## src/rtl/stall_req_tracker_pkg.sv

```systemverilog
package stall_req_tracker_pkg;
  typedef enum logic [1:0] {
    STALL_NO_MISS_ENTRY = 2'd0,
    STALL_NO_WBUF_ENTRY = 2'd1,
    STALL_NO_TARGET     = 2'd2
  } stall_cause_e;

  typedef enum logic [1:0] {
    BREQ_MISS_Q  = 2'd0,
    BREQ_WBUF    = 2'd1,
    BREQ_PREFTCH = 2'd2
  } breq_cause_e;

  localparam int unsigned DEF_CNT_W = 32;
  localparam int unsigned DEF_TS_W  = 32;
endpackage

```

## src/rtl/srt_cause_mask.sv

```systemverilog
module srt_cause_mask #(
  parameter int unsigned N  = 3,
  localparam int unsigned IW = (N > 1) ? $clog2(N) : 1
) (
  input  logic          clk_i,
  input  logic          rst_ni,
  input  logic [N-1:0]  set_i,
  input  logic [N-1:0]  clr_i,
  output logic [N-1:0]  mask_o,
  output logic          open_o,
  output logic          close_o,
  output logic [IW-1:0] open_idx_o,
  output logic [IW-1:0] close_idx_o
);
  logic [N-1:0] mask_q, mask_d;

  always_comb begin
    mask_d  = (mask_q & ~clr_i) | set_i;
    open_o  = (mask_q == '0) && (set_i != '0);
    close_o = (mask_q != '0) && (mask_d == '0);
    open_idx_o  = '0;
    close_idx_o = '0;
    // descending scan so the lowest index is the last one written
    for (int i = N - 1; i >= 0; i--) begin
      if (set_i[i])  open_idx_o  = IW'(i);
      if (mask_q[i]) close_idx_o = IW'(i);
    end
  end

  always_ff @(posedge clk_i or negedge rst_ni) begin
    if (!rst_ni) mask_q <= '0;
    else         mask_q <= mask_d;
  end

  assign mask_o = mask_q;
endmodule

```

## src/rtl/srt_sat_acc.sv

```systemverilog
module srt_sat_acc #(
  parameter int unsigned W     = 32,
  parameter int unsigned INC_W = 1,
  localparam int unsigned SW   = ((W > INC_W) ? W : INC_W) + 1
) (
  input  logic             clk_i,
  input  logic             rst_ni,
  input  logic             en_i,
  input  logic [INC_W-1:0] inc_i,
  output logic [W-1:0]     cnt_o
);
  localparam logic [SW-1:0] MAX_V = SW'({W{1'b1}});

  logic [W-1:0]  cnt_q;
  logic [SW-1:0] sum;

  assign sum = SW'(cnt_q) + SW'(inc_i);

  always_ff @(posedge clk_i or negedge rst_ni) begin
    if (!rst_ni)     cnt_q <= '0;
    else if (en_i)   cnt_q <= (sum > MAX_V) ? {W{1'b1}} : sum[W-1:0];
  end

  assign cnt_o = cnt_q;
endmodule

```

## src/rtl/stall_req_tracker.sv

```systemverilog
module stall_req_tracker
  import stall_req_tracker_pkg::*;
#(
  parameter int unsigned N_STALL = 3,
  parameter int unsigned N_REQ   = 3,
  parameter int unsigned CNT_W   = DEF_CNT_W,
  parameter int unsigned TS_W    = DEF_TS_W
) (
  input  logic                     clk_i,
  input  logic                     rst_ni,
  input  logic [N_STALL-1:0]       stall_set_i,
  input  logic [N_STALL-1:0]       stall_clr_i,
  input  logic [N_REQ-1:0]         req_set_i,
  input  logic [N_REQ-1:0]         req_clr_i,
  input  logic                     retry_pend_i,
  output logic [N_STALL-1:0]       stall_mask_o,
  output logic                     stall_o,
  output logic [N_REQ-1:0]         req_mask_o,
  output logic                     bus_req_o,
  output logic                     send_start_o,
  output logic [N_STALL*CNT_W-1:0] stall_evt_cnt_o,
  output logic [N_STALL*CNT_W-1:0] stall_cyc_cnt_o
);
  localparam int unsigned SIW = (N_STALL > 1) ? $clog2(N_STALL) : 1;
  localparam int unsigned RIW = (N_REQ > 1) ? $clog2(N_REQ) : 1;

  logic [TS_W-1:0] cycle_q, start_q, elapsed;
  logic            s_open, s_close, r_open, r_close;
  logic [SIW-1:0]  s_open_idx, s_close_idx;
  logic [RIW-1:0]  r_open_idx, r_close_idx;
  logic            send_q;

  srt_cause_mask #(.N(N_STALL)) u_stall_mask (
    .clk_i, .rst_ni,
    .set_i(stall_set_i), .clr_i(stall_clr_i), .mask_o(stall_mask_o),
    .open_o(s_open), .close_o(s_close),
    .open_idx_o(s_open_idx), .close_idx_o(s_close_idx)
  );

  srt_cause_mask #(.N(N_REQ)) u_req_mask (
    .clk_i, .rst_ni,
    .set_i(req_set_i), .clr_i(req_clr_i), .mask_o(req_mask_o),
    .open_o(r_open), .close_o(r_close),
    .open_idx_o(r_open_idx), .close_idx_o(r_close_idx)
  );

  always_ff @(posedge clk_i or negedge rst_ni) begin
    if (!rst_ni) begin
      cycle_q <= '0;
      start_q <= '0;
      send_q  <= 1'b0;
    end else begin
      cycle_q <= cycle_q + 1'b1;
      if (s_open) start_q <= cycle_q;
      send_q <= r_open && !retry_pend_i;
    end
  end

  assign elapsed = cycle_q - start_q;

  for (genvar g = 0; g < N_STALL; g++) begin : g_stat
    srt_sat_acc #(.W(CNT_W), .INC_W(1)) u_evt (
      .clk_i, .rst_ni,
      .en_i(s_open && (s_open_idx == SIW'(g))),
      .inc_i(1'b1),
      .cnt_o(stall_evt_cnt_o[g*CNT_W +: CNT_W])
    );
    srt_sat_acc #(.W(CNT_W), .INC_W(TS_W)) u_cyc (
      .clk_i, .rst_ni,
      .en_i(s_close && (s_close_idx == SIW'(g))),
      .inc_i(elapsed),
      .cnt_o(stall_cyc_cnt_o[g*CNT_W +: CNT_W])
    );
  end

  assign stall_o      = |stall_mask_o;
  assign bus_req_o    = |req_mask_o;
  assign send_start_o = send_q;

  logic unused_ok;
  assign unused_ok = ^{r_close, r_open_idx, r_close_idx};
endmodule

```

## config.mk

```make
export PLATFORM = sky130hd
export DESIGN_NAME = stall_req_tracker
export DESIGN_NICKNAME = d
export VERILOG_FILES = /design/src/rtl/stall_req_tracker_pkg.sv /design/src/rtl/srt_cause_mask.sv /design/src/rtl/srt_sat_acc.sv /design/src/rtl/stall_req_tracker.sv
export SDC_FILE = /design/constraint.sdc
export NUM_CORES = 1
export LEC_CHECK = 0
export BUFFER_PORTS_ARGS = -buffer_cell sky130_fd_sc_hd__clkbuf_2
export CELL_PAD_IN_SITES_DETAIL_PLACEMENT = 1
export CELL_PAD_IN_SITES_GLOBAL_PLACEMENT = 1
export CORE_MARGIN = 2
export CORE_UTILIZATION = 38
export DETAILED_ROUTE_END_ITERATION = 7
export GPL_TIMING_DRIVEN = 0
export PLACE_DENSITY = 0.72
export SKIP_CTS_REPAIR_TIMING = 1
export SLEW_MARGIN = 20
export SYNTH_ARGS = -nofsm -noshare
export SYNTH_HDL_FRONTEND = slang
export SYNTH_HIERARCHICAL = 1
export SYNTH_SLANG_ARGS = --single-unit
```

## constraint.sdc

```tcl
create_clock -name clk_i -period 5.72 [get_ports clk_i]
set_input_delay 1.144 -clock clk_i [delete_from_list [all_inputs] [get_ports clk_i]]
set_output_delay 1.144 -clock clk_i [all_outputs]
set_load 0.01 [all_outputs]
```

* Yosys cells after proc, flatten, opt, wreduce, memory -nomap -nowiden
Cells that the tools add are included.
** Word-level totals
- Bits of input ports :: 15
- Output and inout bits :: 201
- Bits in registers :: 263
** Operators by class
- Bitwise gates (word level) :: 6
- Reduce and logical (&&, ||, !) cells :: 21
- $lt $le $gt $ge :: 6
- $add $sub $neg :: 8
- Equal/unequal tests :: 4
- Mux-type cells :: 12
** Operator list (number)
- greater-than comparator 33 x 32 -> 1 bit, second input constant :: 6
- two-way mux 32 bit :: 6
- adder 32 x 1 -> 33 bit, second input constant :: 3
- adder 32 x 32 -> 33 bit :: 3
- adder 32 x 1 -> 32 bit, second input constant :: 1
- subtractor 32 bit :: 1
- two-way mux 2 bit :: 6
- logical AND 1 bit :: 10
- logical NOT 3 bit :: 3
- nonzero test 3 bit :: 3
- AND 3 bit :: 2
- inverter 3 bit :: 2
- bitwise OR 3 bit :: 2
- OR reduction 3 bit :: 2
- equality test 2 x 1 -> 1 bit, second input constant :: 2
- equality test 2 bit, second input constant :: 2
- logical NOT 2 bit :: 2
- logical NOT 1 bit :: 1

* Logic depth before layout (Yosys ltp)
Gate-level depths: netlist (run 1).
- Word-level depth :: 6
- Gate-level depth with buffers :: 21

* Modules after synthesis
The synthesis (run 1) kept the hierarchy.
** By module, submodules not included
- srt_sat_acc (g_stat[0].u_cyc ...) :: area an instance 3110.5 um^2, instances 2, cells each 369
- srt_sat_acc (g_stat[0].u_evt ...) :: area an instance 1790.5 um^2, instances 3, cells each 188
- stall_req_tracker :: area an instance 4388.0 um^2, instances 1, cells each 493
- srt_sat_acc (g_stat[1].u_cyc) :: area an instance 3074.2 um^2, instances 1, cells each 333
- srt_cause_mask :: area an instance 156.4 um^2, instances 2, cells each 16

* Worst setup path before layout (run 1)
Ideal clock, no wire load.
- Path kind :: reg-to-reg
- From :: register cycle_q[0]
- To :: register g_stat[0].u_cyc.cnt_q[26]
- Setup slack :: 1470 ps
- Library setup time :: 122 ps
- Path buffers :: 0
- Period minus slack after synthesis :: 4250 ps
- Cell stages (with the launch flop) :: 20
- Arrival time :: 4127 ps
- Data required time :: 5598 ps
- Path through :: dfrtp_1 > inv_1 > ha_1 > fa_1 > and2b_4 > o2111ai_4 > a21oi_1 > o21a_1 > o21ai_1 > a21oi_1 > xor2_1 > ha_1 > o21a_1 > o211ai_1 > a311oi_1 > nor2b_1 > a221oi_1 > o21ai_0 > xnor2_1 > a21oi_2
** Between the ends
- Cells in the longest elaborated chain, start to end :: 4
** RTL lines
- start: declaration :: RTL line stall_req_tracker.sv:27 : logic [TS_W-1:0] cycle_q, start_q, elapsed;
- start signal: assignment :: RTL line stall_req_tracker.sv:53 : cycle_q <= cycle_q + 1'b1;
- subtractor 32 bit (*) :: RTL line stall_req_tracker.sv:59 : assign elapsed = cycle_q - start_q;
- net elapsed[12] :: RTL line stall_req_tracker.sv:27
- adder 32 x 32 -> 33 bit (*) :: RTL line srt_sat_acc.sv:17 : assign sum = SW'(cnt_q) + SW'(inc_i);
- greater-than comparator 33 x 32 -> 1 bit :: RTL line srt_sat_acc.sv:21 : else if (en_i) cnt_q <= (sum > MAX_V) ? {W{1'b1}} : sum[W-1:0];
- two-way mux 32 bit (*) :: RTL line srt_sat_acc.sv:21
- end signal: assignment :: RTL line srt_sat_acc.sv:21
- end: declaration :: RTL line srt_sat_acc.sv:14 : logic [W-1:0] cnt_q;
Mark *: on every way through the listed nets, which the timed path passes. The rest lies on a longest branch.
A chain may end at the register's enable or synchronous reset.

* Worst setup path after layout (run 1)
- From :: register cycle_q[0]
- To :: register g_stat[2].u_cyc.cnt_q[27]
** Between the ends
- Cells in the longest elaborated chain, start to end :: 4
** RTL lines (RTL line)
- subtractor 32 bit (*) :: stall_req_tracker.sv:59
- net elapsed[20] :: stall_req_tracker.sv:27
- adder 32 x 32 -> 33 bit (*) :: srt_sat_acc.sv:17
- greater-than comparator 33 x 32 -> 1 bit :: srt_sat_acc.sv:21
- two-way mux 32 bit (*) :: srt_sat_acc.sv:21
- end signal: assignment :: srt_sat_acc.sv:21
- end: declaration :: srt_sat_acc.sv:14
Marks and branches as above.

==> flow_summary.toml, run 1 <==
[setup_path]
rrSetupSlack_ns = 0.26
critPathMaxFanout = 7
path_class = "flop to flop"
worstPathArrival_ns = 5.90
crit_path_end_kind = "flop"
r2r_start = "cycle_q[0]"
critPathLaunchType = "flop"
reg2reg_to = "g_stat[2].u_cyc/cnt_o[27]"
worstRegToRegCells = 18
worstPathRequired_ns = 6.16

[route]
routed_wirelength_mm = 64.11
drtPass1Iterations = 4
postRouteAntennaNets = 0
drc_errors = 0
vias = 17790
viasPerCell = 5.718
detail_route.iter0.violations = 1028
wl_per_cell_um = 20.61

[clocking]
clock_sinks = 263
cts_buffers = 35
clockBufferDepth = 3
path_clk_slew_ns = 0.06
cts.htree.levels = 2
cts_tree = "yes"
clk_latency_ns = 0.56
root_buffer = "clkbuf_16"

[synth]
yosys_warnings = 6
synth_cells = 2155
avgSynthCellArea_um2 = 8.971
synth_area_mm2 = 0.01933

[timing]
max_clock_freq_ghz = 0.1831
finalMaxSlewViolations = 0
slew_headroom_pct = 18.00
setup-violations-final = 0
period_minus_slack_ns = 5.462
finClkSkew_ns = 0.02115
fin_ws_ns = 0.2582
hold_viol = 0
grt_setup_unrepaired = "false"
worst_pin_slew_ns = 1.221
fin_crit_sh_pct = 95.49

[grt]
grt_pass1_wl_mm = 102.2
grt_max_degree = 70
antenna_found_initial = 1
track_usage_pct = 24.16
grt_overflow_total = 0
grt_pass1_vias = 18540

[finish]
area_growth_pct = 16.87
stdcell_count = 3111
drive_above_1_share_pct = 18.61
diodes = 0
nets = 2572
fillers = 5885

[die]
rows = 82
io_pins = 216
dieArea_mm2 = 0.05270
core_mm2 = 0.05017
start_util_pct = 38.54
die_height_um = 229.6
fp.dieW_um = 229.6

[hold_path]
hold_start = "cycle_q[31]"
hold_depth = 1
min_to = "cycle_q[31]"
hp-class = "flop to flop"

[power]
p_per_area_mw_per_mm2 = 496.7
ir_worst_vdd_uv = 345.9
p_leak_nw = 10.47
total_power_mw = 11.22

[placed_design]
numPlacedInstances = 3051
pre_cts_ws_ns = -0.06454
portBuffers = 215
dp_hpwl_mm = 48.60
gp_congestion = 0.9006

[run_status]
status = "completed"

[run]
maxCapViolations = 0
worst max path at each step:
| stage | from | endpoint | depth (start not counted) |
|---|---|---|---|
| floorplan | cycle_q[0] | g_stat[0].u_cyc/cnt_o[26] | 19 |
| global placement | rst_ni | g_stat[0].u_cyc/cnt_o[31] | 1 |
| detailed placement | cycle_q[0] | g_stat[0].u_cyc/cnt_o[26] | 19 |
| CTS | cycle_q[0] | g_stat[0].u_cyc/cnt_o[26] | 19 |
| global route | cycle_q[0] | g_stat[2].u_cyc/cnt_o[27] | 18 |
| finish | cycle_q[0] | g_stat[2].u_cyc/cnt_o[27] | 18 |
flip-flops by register name, indices dropped and copies added (netlist names):
| register | cells |
|---|---|
| start_q | 32 |
| u_req_mask/mask_o | 3 |
| cycle_q | 32 |
| g_stat.u_evt/cnt_o | 96 |
| send_start_o | 1 |
| g_stat.u_cyc/cnt_o | 96 |
| u_stall_mask/mask_o | 3 |
area by class of cell:
type / count / area (um^2) / share of cell area (%)
plain buffers: 87 / 573.1 / 2.536
clock buffers: 49 / 989.7 / 4.380
clock inverters: 11 / 145.1 / 0.6423
inverters: 87 / 326.6 / 1.445
multi-input cells: 1723 / 11960 / 52.95
flip-flops and latches: 263 / 6581 / 29.13
well taps: 672 / 840.8 / 3.721
repair buffers: 219 / 1175 / 5.200
cell usage in the layout (no fill, tap or decap), types with 70 or more instances in the layout:
cell,n
inv_1,86
xnor2_1,86
nor2_1,162
xor2_1,70
ha_1,137
nand2_1,204
nand3_1,116
a21oi_1,136
clkbuf_2,214
dfrtp_1,263
o21ai_0,104
power by group:
part / internal, mW / leakage (nW) / switching [mW] / total (mW)
registers: 2.12 / 3.42 / 0.249 / 2.37
logic: 2.50 / 6.49 / 4.13 / 6.63
clock network: 1.34 / 0.560 / 0.877 / 2.22
total: 5.96 / 10.5 / 5.26 / 11.2
metrics by stage:
stage	setup TNS (ns)	util, %	hold slack, ns	instance area, um^2
final	0	45.04	0.5166	22600
after global routing	0	45.04	0.5389	22600
after CTS	-0.1210	44.88	0.5159	22520
after detailed placement	-0.07614	42.62	0.5063	21380
after global placement	-633.39	42.39	0.4952	21270
after floorplan	0	-	0.4726	19350
layer usage:
layer / vias up / part of all wire [%] / GRT usage [%]
met3: 93 / 5.4 / 5.067
met5: - / 0.020 / 0
met1: 8883 / 45 / 31.36
met2: 378 / 47 / 39.81
li1: 8432 / - / -
met4: 2 / 3.1 / 8.320
worst max-delay path: stages, from the launching register on:
cell and delay [ns]:
dfrtp_1 0.41, inv_1 0.08, ha_1 0.23, fa_1 0.41
and2b_4 0.29, o2111ai_4 0.16, a2111oi_4 0.52, o21ai_2 0.17
o21ai_1 0.23, xor2_2 0.55, ha_1 0.35, clkbuf_1 0.18
a21oi_1 0.22, o21ba_2 0.19, nand2_1 0.08, a2111oi_0 0.73
o31ai_1 0.24, xnor2_1 0.23, a21oi_2 0.08
Power figures use the tool's default switching activity.
==> run 2: changes to the inputs <==
--- a/config.mk
+++ b/config.mk
@@ -10,6 +10,7 @@
 export CELL_PAD_IN_SITES_GLOBAL_PLACEMENT = 1
 export CORE_MARGIN = 2
 export CORE_UTILIZATION = 38
+export CTS_BUF_LIST = sky130_fd_sc_hd__clkbuf_4 sky130_fd_sc_hd__clkbuf_8
 export DETAILED_ROUTE_END_ITERATION = 7
 export GPL_TIMING_DRIVEN = 0
 export PLACE_DENSITY = 0.72
==> flow_summary.toml, run 2 (synthesized netlist as in run 1, its figures left out) <==
[timing]
max_clock_freq_ghz = 0.1850
slew_headroom_pct = 21.07
finClkSkew_ns = 0.04385
worst_pin_slew_ns = 1.176
hold_viol = 0
fin_setup_tns_ns = 0
period_minus_slack_ns = 5.404
finalMaxSlewViolations = 0
fin_crit_sh_pct = 94.48
grt_setup_unrepaired = "false"
setup-violations-final = 0

[run]
maxCapViolations = 0

[finish]
nets = 2589
drive_above_1_share_pct = 20.03
post-route-util_pct = 44.90
fillers = 5956
final_common_cell = "dfrtp_1"
mostFrequentLayoutCells = "263 x dfrtp_1, 214 x clkbuf_2, 204 x nand2_1"
multi_input_area_mm2 = 0.01196
seqCellArea_mm2 = 0.006581
area_growth_pct = 16.51
diodes = 0

[grt]
antenna_found_initial = 1
grt_max_degree = 70
grt.met3_usage_pct = 5.528
met2_usage_pct = 38.92
use_met1_pct = 31.34
track_usage_pct = 24.10
grt_pass1_wl_mm = 102.1
busiest_layer = "met2"
grt_overflow_total = 0
grt_pass1_vias = 18700

[placed_design]
gp_congestion = 0.9006
portBuffers = 215
dp_hpwl_mm = 48.60

[clocking]
cts.htree.levels = 2
path_clk_slew_ns = 0.06
clock_sinks = 263
cts_tree = "yes"
clk_latency_ns = 0.67
clockBufferDepth = 3
root_buffer = "clkbuf_8"
cts_buffers = 52

[die]
fp.dieW_um = 229.6
rows = 82
start_util_pct = 38.54
core_mm2 = 0.05017
die_height_um = 229.6
io_pins = 216
dieArea_mm2 = 0.05270

[power]
ir_worst_vdd_uv = 345.3
total_power_mw = 10.96
p_per_area_mw_per_mm2 = 486.8
p_leak_nw = 10.49

[setup_path]
path_cells = "inv_1 > ha_1 > fa_1 > and2b_4 > o2111ai_4 > a2111oi_4 > o21ai_2 > o21ai_1 > xor2_2 > ha_1 > clkbuf_1 > a21oi_1 > o21ba_2 > nand2_1 > a2111oi_0 > o31ai_1 > xnor2_1 > a21oi_2"
reg2reg_to = "g_stat[2].u_cyc/cnt_o[27]"
worstPathRequired_ns = 6.24
crit_top_cell = "ha_1"
worstPathArrival_ns = 5.92
path_class = "flop to flop"
critPathMaxFanout = 7
critPathLaunchType = "flop"
crit_slowest_cell = "a2111oi_0"
slowest_delay_ns = 0.70
rrSetupSlack_ns = 0.32
worstRegToRegCells = 18
r2r_start = "cycle_q[0]"
crit_buf_inv = 2
cp_top_family = "compound AO/OA/AOI/OAI gates"
crit_path_end_kind = "flop"

[route]
drc_errors = 0
vias = 17900
routed_wirelength_mm = 63.76
wl_per_cell_um = 20.29
detail_route.iter0.violations = 995
drtPass1Iterations = 5
viasPerCell = 5.696
postRouteAntennaNets = 0

[run_status]
status = "completed"

[hold_path]
hp-class = "input port to asynchronous set/reset pin"
## run 2: changes by cell type in the layout (fill, tap and decap cells not counted), sizes merged
cell    delta
clkbuf    +32
bufinv     -3
clkinv     +3
## run 2: cell type report
| type | count | share of cell area, % |
|---|---|---|
| Sequential cell | 263 | 29.22 |
| Buffer | 87 | 2.544 |
| Clock buffer | 81 | 4.366 |
| Clock inverter | 11 | 0.3611 |
| Timing Repair Buffer | 219 | 5.216 |
| Multi-Input combinational cell | 1723 | 53.11 |
| Tap cell | 672 | 3.733 |
| Inverter | 87 | 1.450 |
## run 2: worst max path at each step
| stage | depth (start not counted) | start | endpoint | slack [ns] |
|---|---|---|---|---|
| 3_3_place_gp | 1 | rst_ni | g_stat[0].u_cyc/cnt_o[31] | -2.45 |
| 4_1_cts | 19 | cycle_q[0] | g_stat[0].u_cyc/cnt_o[26] | -0.12 |
| 2_1_floorplan | 19 | cycle_q[0] | g_stat[0].u_cyc/cnt_o[26] | 1.47 |
| 6_report | 18 | cycle_q[0] | g_stat[2].u_cyc/cnt_o[27] | 0.32 |
| 5_1_grt | 18 | cycle_q[0] | g_stat[2].u_cyc/cnt_o[27] | 0.01 |
| 3_5_place_dp | 19 | cycle_q[0] | g_stat[0].u_cyc/cnt_o[26] | -0.06 |
## run 2: per-layer routing
layer / share of wire, % / vias to the layer above
met2: 46 / 383
met1: 45 / 8910
met4: 3.5 / 2
li1: - / 8483
met5: 0.020 / -
met3: 5.8 / 123
## run 2: stage by stage
step	area, um^2	worst slack, ns	instances	hold slack (ns)
after floorplan	19350	1.470	2160	0.4726
after global placement	21270	-2.453	3047	0.4952
after detailed placement	21380	-0.06454	3051	0.5063
after CTS	22450	-0.1167	3143	0.4660
after global routing	22530	0.01043	3143	0.5045
final	22530	0.3159	3143	0.4977
## run 2: power by group
group | switching [mW] | internal (mW)
combinational | 4.11 | 2.50
clock | 0.891 | 1.09
sequential | 0.246 | 2.12
total | 5.25 | 5.71
==> run 3: changes to the inputs <==
--- a/config.mk
+++ b/config.mk
@@ -13,7 +13,7 @@
 export CTS_BUF_LIST = sky130_fd_sc_hd__clkbuf_4 sky130_fd_sc_hd__clkbuf_8
 export DETAILED_ROUTE_END_ITERATION = 7
 export GPL_TIMING_DRIVEN = 0
-export PLACE_DENSITY = 0.72
+export PLACE_DENSITY = 0.73
 export SKIP_CTS_REPAIR_TIMING = 1
 export SLEW_MARGIN = 20
 export SYNTH_ARGS = -nofsm -noshare
==> flow_summary.toml, run 3 (synthesized netlist as in run 1, its figures left out) <==
[power]
p_per_area_mw_per_mm2 = 493.3
p_leak_nw = 10.55
ir_worst_vdd_uv = 359.7

[setup_path]
worstRegToRegCells = 19
crit_path_end_kind = "flop"
critPathLaunchType = "flop"
slowest_delay_ns = 0.96
crit_buf_inv = 1
critPathMaxFanout = 7
rrSetupSlack_ns = 0.23
worstPathArrival_ns = 6.03
cp_top_family = "compound AO/OA/AOI/OAI gates"
worstPathRequired_ns = 6.26
reg2reg_to = "g_stat[2].u_cyc/cnt_o[29]"
path_class = "flop to flop"
path_cells = "inv_1 > ha_1 > fa_1 > and2b_4 > o2111ai_4 > a2111oi_4 > o21ai_2 > o32ai_4 > o21ai_1 > xnor2_1 > ha_1 > a21oi_1 > nand2_1 > a31oi_1 > o211ai_1 > o211ai_1 > o41ai_1 > xnor2_1 > a21oi_2"
crit_slowest_cell = "xnor2_1"
r2r_start = "cycle_q[0]"

[finish]
mostFrequentLayoutCells = "263 x dfrtp_1, 214 x clkbuf_2, 204 x nand2_1"
final_common_cell = "dfrtp_1"
area_growth_pct = 17.16
drive_above_1_share_pct = 20.17
nets = 2590
final_area_mm2 = 0.02265

[timing]
hold_viol = 0
slew_headroom_pct = 17.09
worst_pin_slew_ns = 1.235
setup-violations-final = 0
finClkSkew_ns = 0.03045
hold_slack_ns = 0.4867
max_clock_freq_ghz = 0.1822
fin_ws_ns = 0.2324
grt_setup_unrepaired = "false"
fin_crit_sh_pct = 95.94
finalMaxSlewViolations = 0
period_minus_slack_ns = 5.488

[route]
routed_wirelength_mm = 64.24
highest_layer = "met5"
met1_length_mm = 28.86
postRouteAntennaNets = 0
drc_errors = 0
wl_met2_mm = 29.69
wl_per_cell_um = 20.41
vias = 17910
drtPass1Iterations = 5
detail_route.iter0.violations = 1003
routed-wl-met3_mm = 3.290
viasPerCell = 5.690

[die]
die_height_um = 229.6
fp.dieW_um = 229.6
io_pins = 216
rows = 82
core_mm2 = 0.05017
start_util_pct = 38.54
dieArea_mm2 = 0.05270

[grt]
grt_max_degree = 74
grt_pass1_wl_mm = 103.1
grt_pass1_vias = 18720
antenna_found_initial = 3
grt_overflow_total = 0
track_usage_pct = 24.18

[clocking]
clk_latency_ns = 0.66
clockBufferDepth = 3
path_clk_slew_ns = 0.06
root_buffer = "clkbuf_8"
cts_tree = "yes"
cts_buffers = 53
cts.htree.levels = 2
clock_sinks = 263

[placed_design]
dp_hpwl_mm = 48.36
gp_congestion = 0.8863
pre_cts_ws_ns = 0.04058
portBuffers = 215
placed_area_mm2 = 0.02138

[run_status]
status = "completed"

[run]
maxCapViolations = 0

[hold_path]
hp-class = "input port to asynchronous set/reset pin"
run 3: layer usage:
| metal | track usage (%) | vias up |
|---|---|---|
| met5 | 0 | - |
| met2 | 39.14 | 377 |
| li1 | - | 8476 |
| met4 | 10.21 | 4 |
| met1 | 31.60 | 8933 |
| met3 | 4.519 | 115 |
run 3: report_power, final:
group / switching, mW / leakage [nW] / internal [mW] / total (mW)
clock: 0.922 / 0.631 / 1.25 / 2.17
combinational: 4.13 / 6.50 / 2.50 / 6.63
sequential: 0.252 / 3.42 / 2.12 / 2.38
run 3: area by class of cell:
| class | instances | area, um^2 |
|---|---|---|
| antenna | 1 | 2.502 |
| buffer | 87 | 573.1 |
| clock buffer | 84 | 1087 |
| clock inverter | 11 | 90.09 |
| fill | 5945 | 27520 |
| inverter | 87 | 326.6 |
| multi-input combinational | 1723 | 11970 |
| sequential | 263 | 6581 |
| tap | 672 | 840.8 |
| timing repair buffer | 219 | 1175 |
run 3: per-stage QoR:
step | cells | power (mW) | util (%) | TNS [ns]
after CTS | 3146 | 11.16 | 44.96 | 0
after detailed placement | 3051 | 8.890 | 42.62 | 0
final | 3147 | 11.17 | 45.15 | 0
after floorplan | 2160 | 7.136 | - | 0
after global routing | 3146 | 12.04 | 45.14 | 0
after global placement | 3047 | 8.692 | 42.39 | -631.61
run 3: worst reg2reg max path, stage by stage (launching register included):
cell and delay (ns):
dfrtp_1 0.41, inv_1 0.08, ha_1 0.22, fa_1 0.40, and2b_4 0.29, o2111ai_4 0.16
a2111oi_4 0.53, o21ai_2 0.17, o32ai_4 0.30, o21ai_1 0.14, xnor2_1 0.96, ha_1 0.48
a21oi_1 0.26, nand2_1 0.13, a31oi_1 0.15, o211ai_1 0.12, o211ai_1 0.12, o41ai_1 0.15
xnor2_1 0.22, a21oi_2 0.08
run 3: how the worst max path moves through the flow:
| stage | start | cells after the start | end | slack, ns |
|---|---|---|---|---|
| 2_1_floorplan | cycle_q[0] | 19 | g_stat[0].u_cyc/cnt_o[26] | 1.47 |
| 3_3_place_gp | rst_ni | 1 | g_stat[0].u_cyc/cnt_o[29] | -2.45 |
| 3_5_place_dp | cycle_q[0] | 19 | g_stat[2].u_cyc/cnt_o[26] | 0.04 |
| 4_1_cts | cycle_q[0] | 19 | g_stat[2].u_cyc/cnt_o[26] | 0.01 |
| 5_1_grt | cycle_q[0] | 19 | g_stat[0].u_cyc/cnt_o[29] | 0.007 |
| 6_report | cycle_q[0] | 19 | g_stat[2].u_cyc/cnt_o[29] | 0.23 |
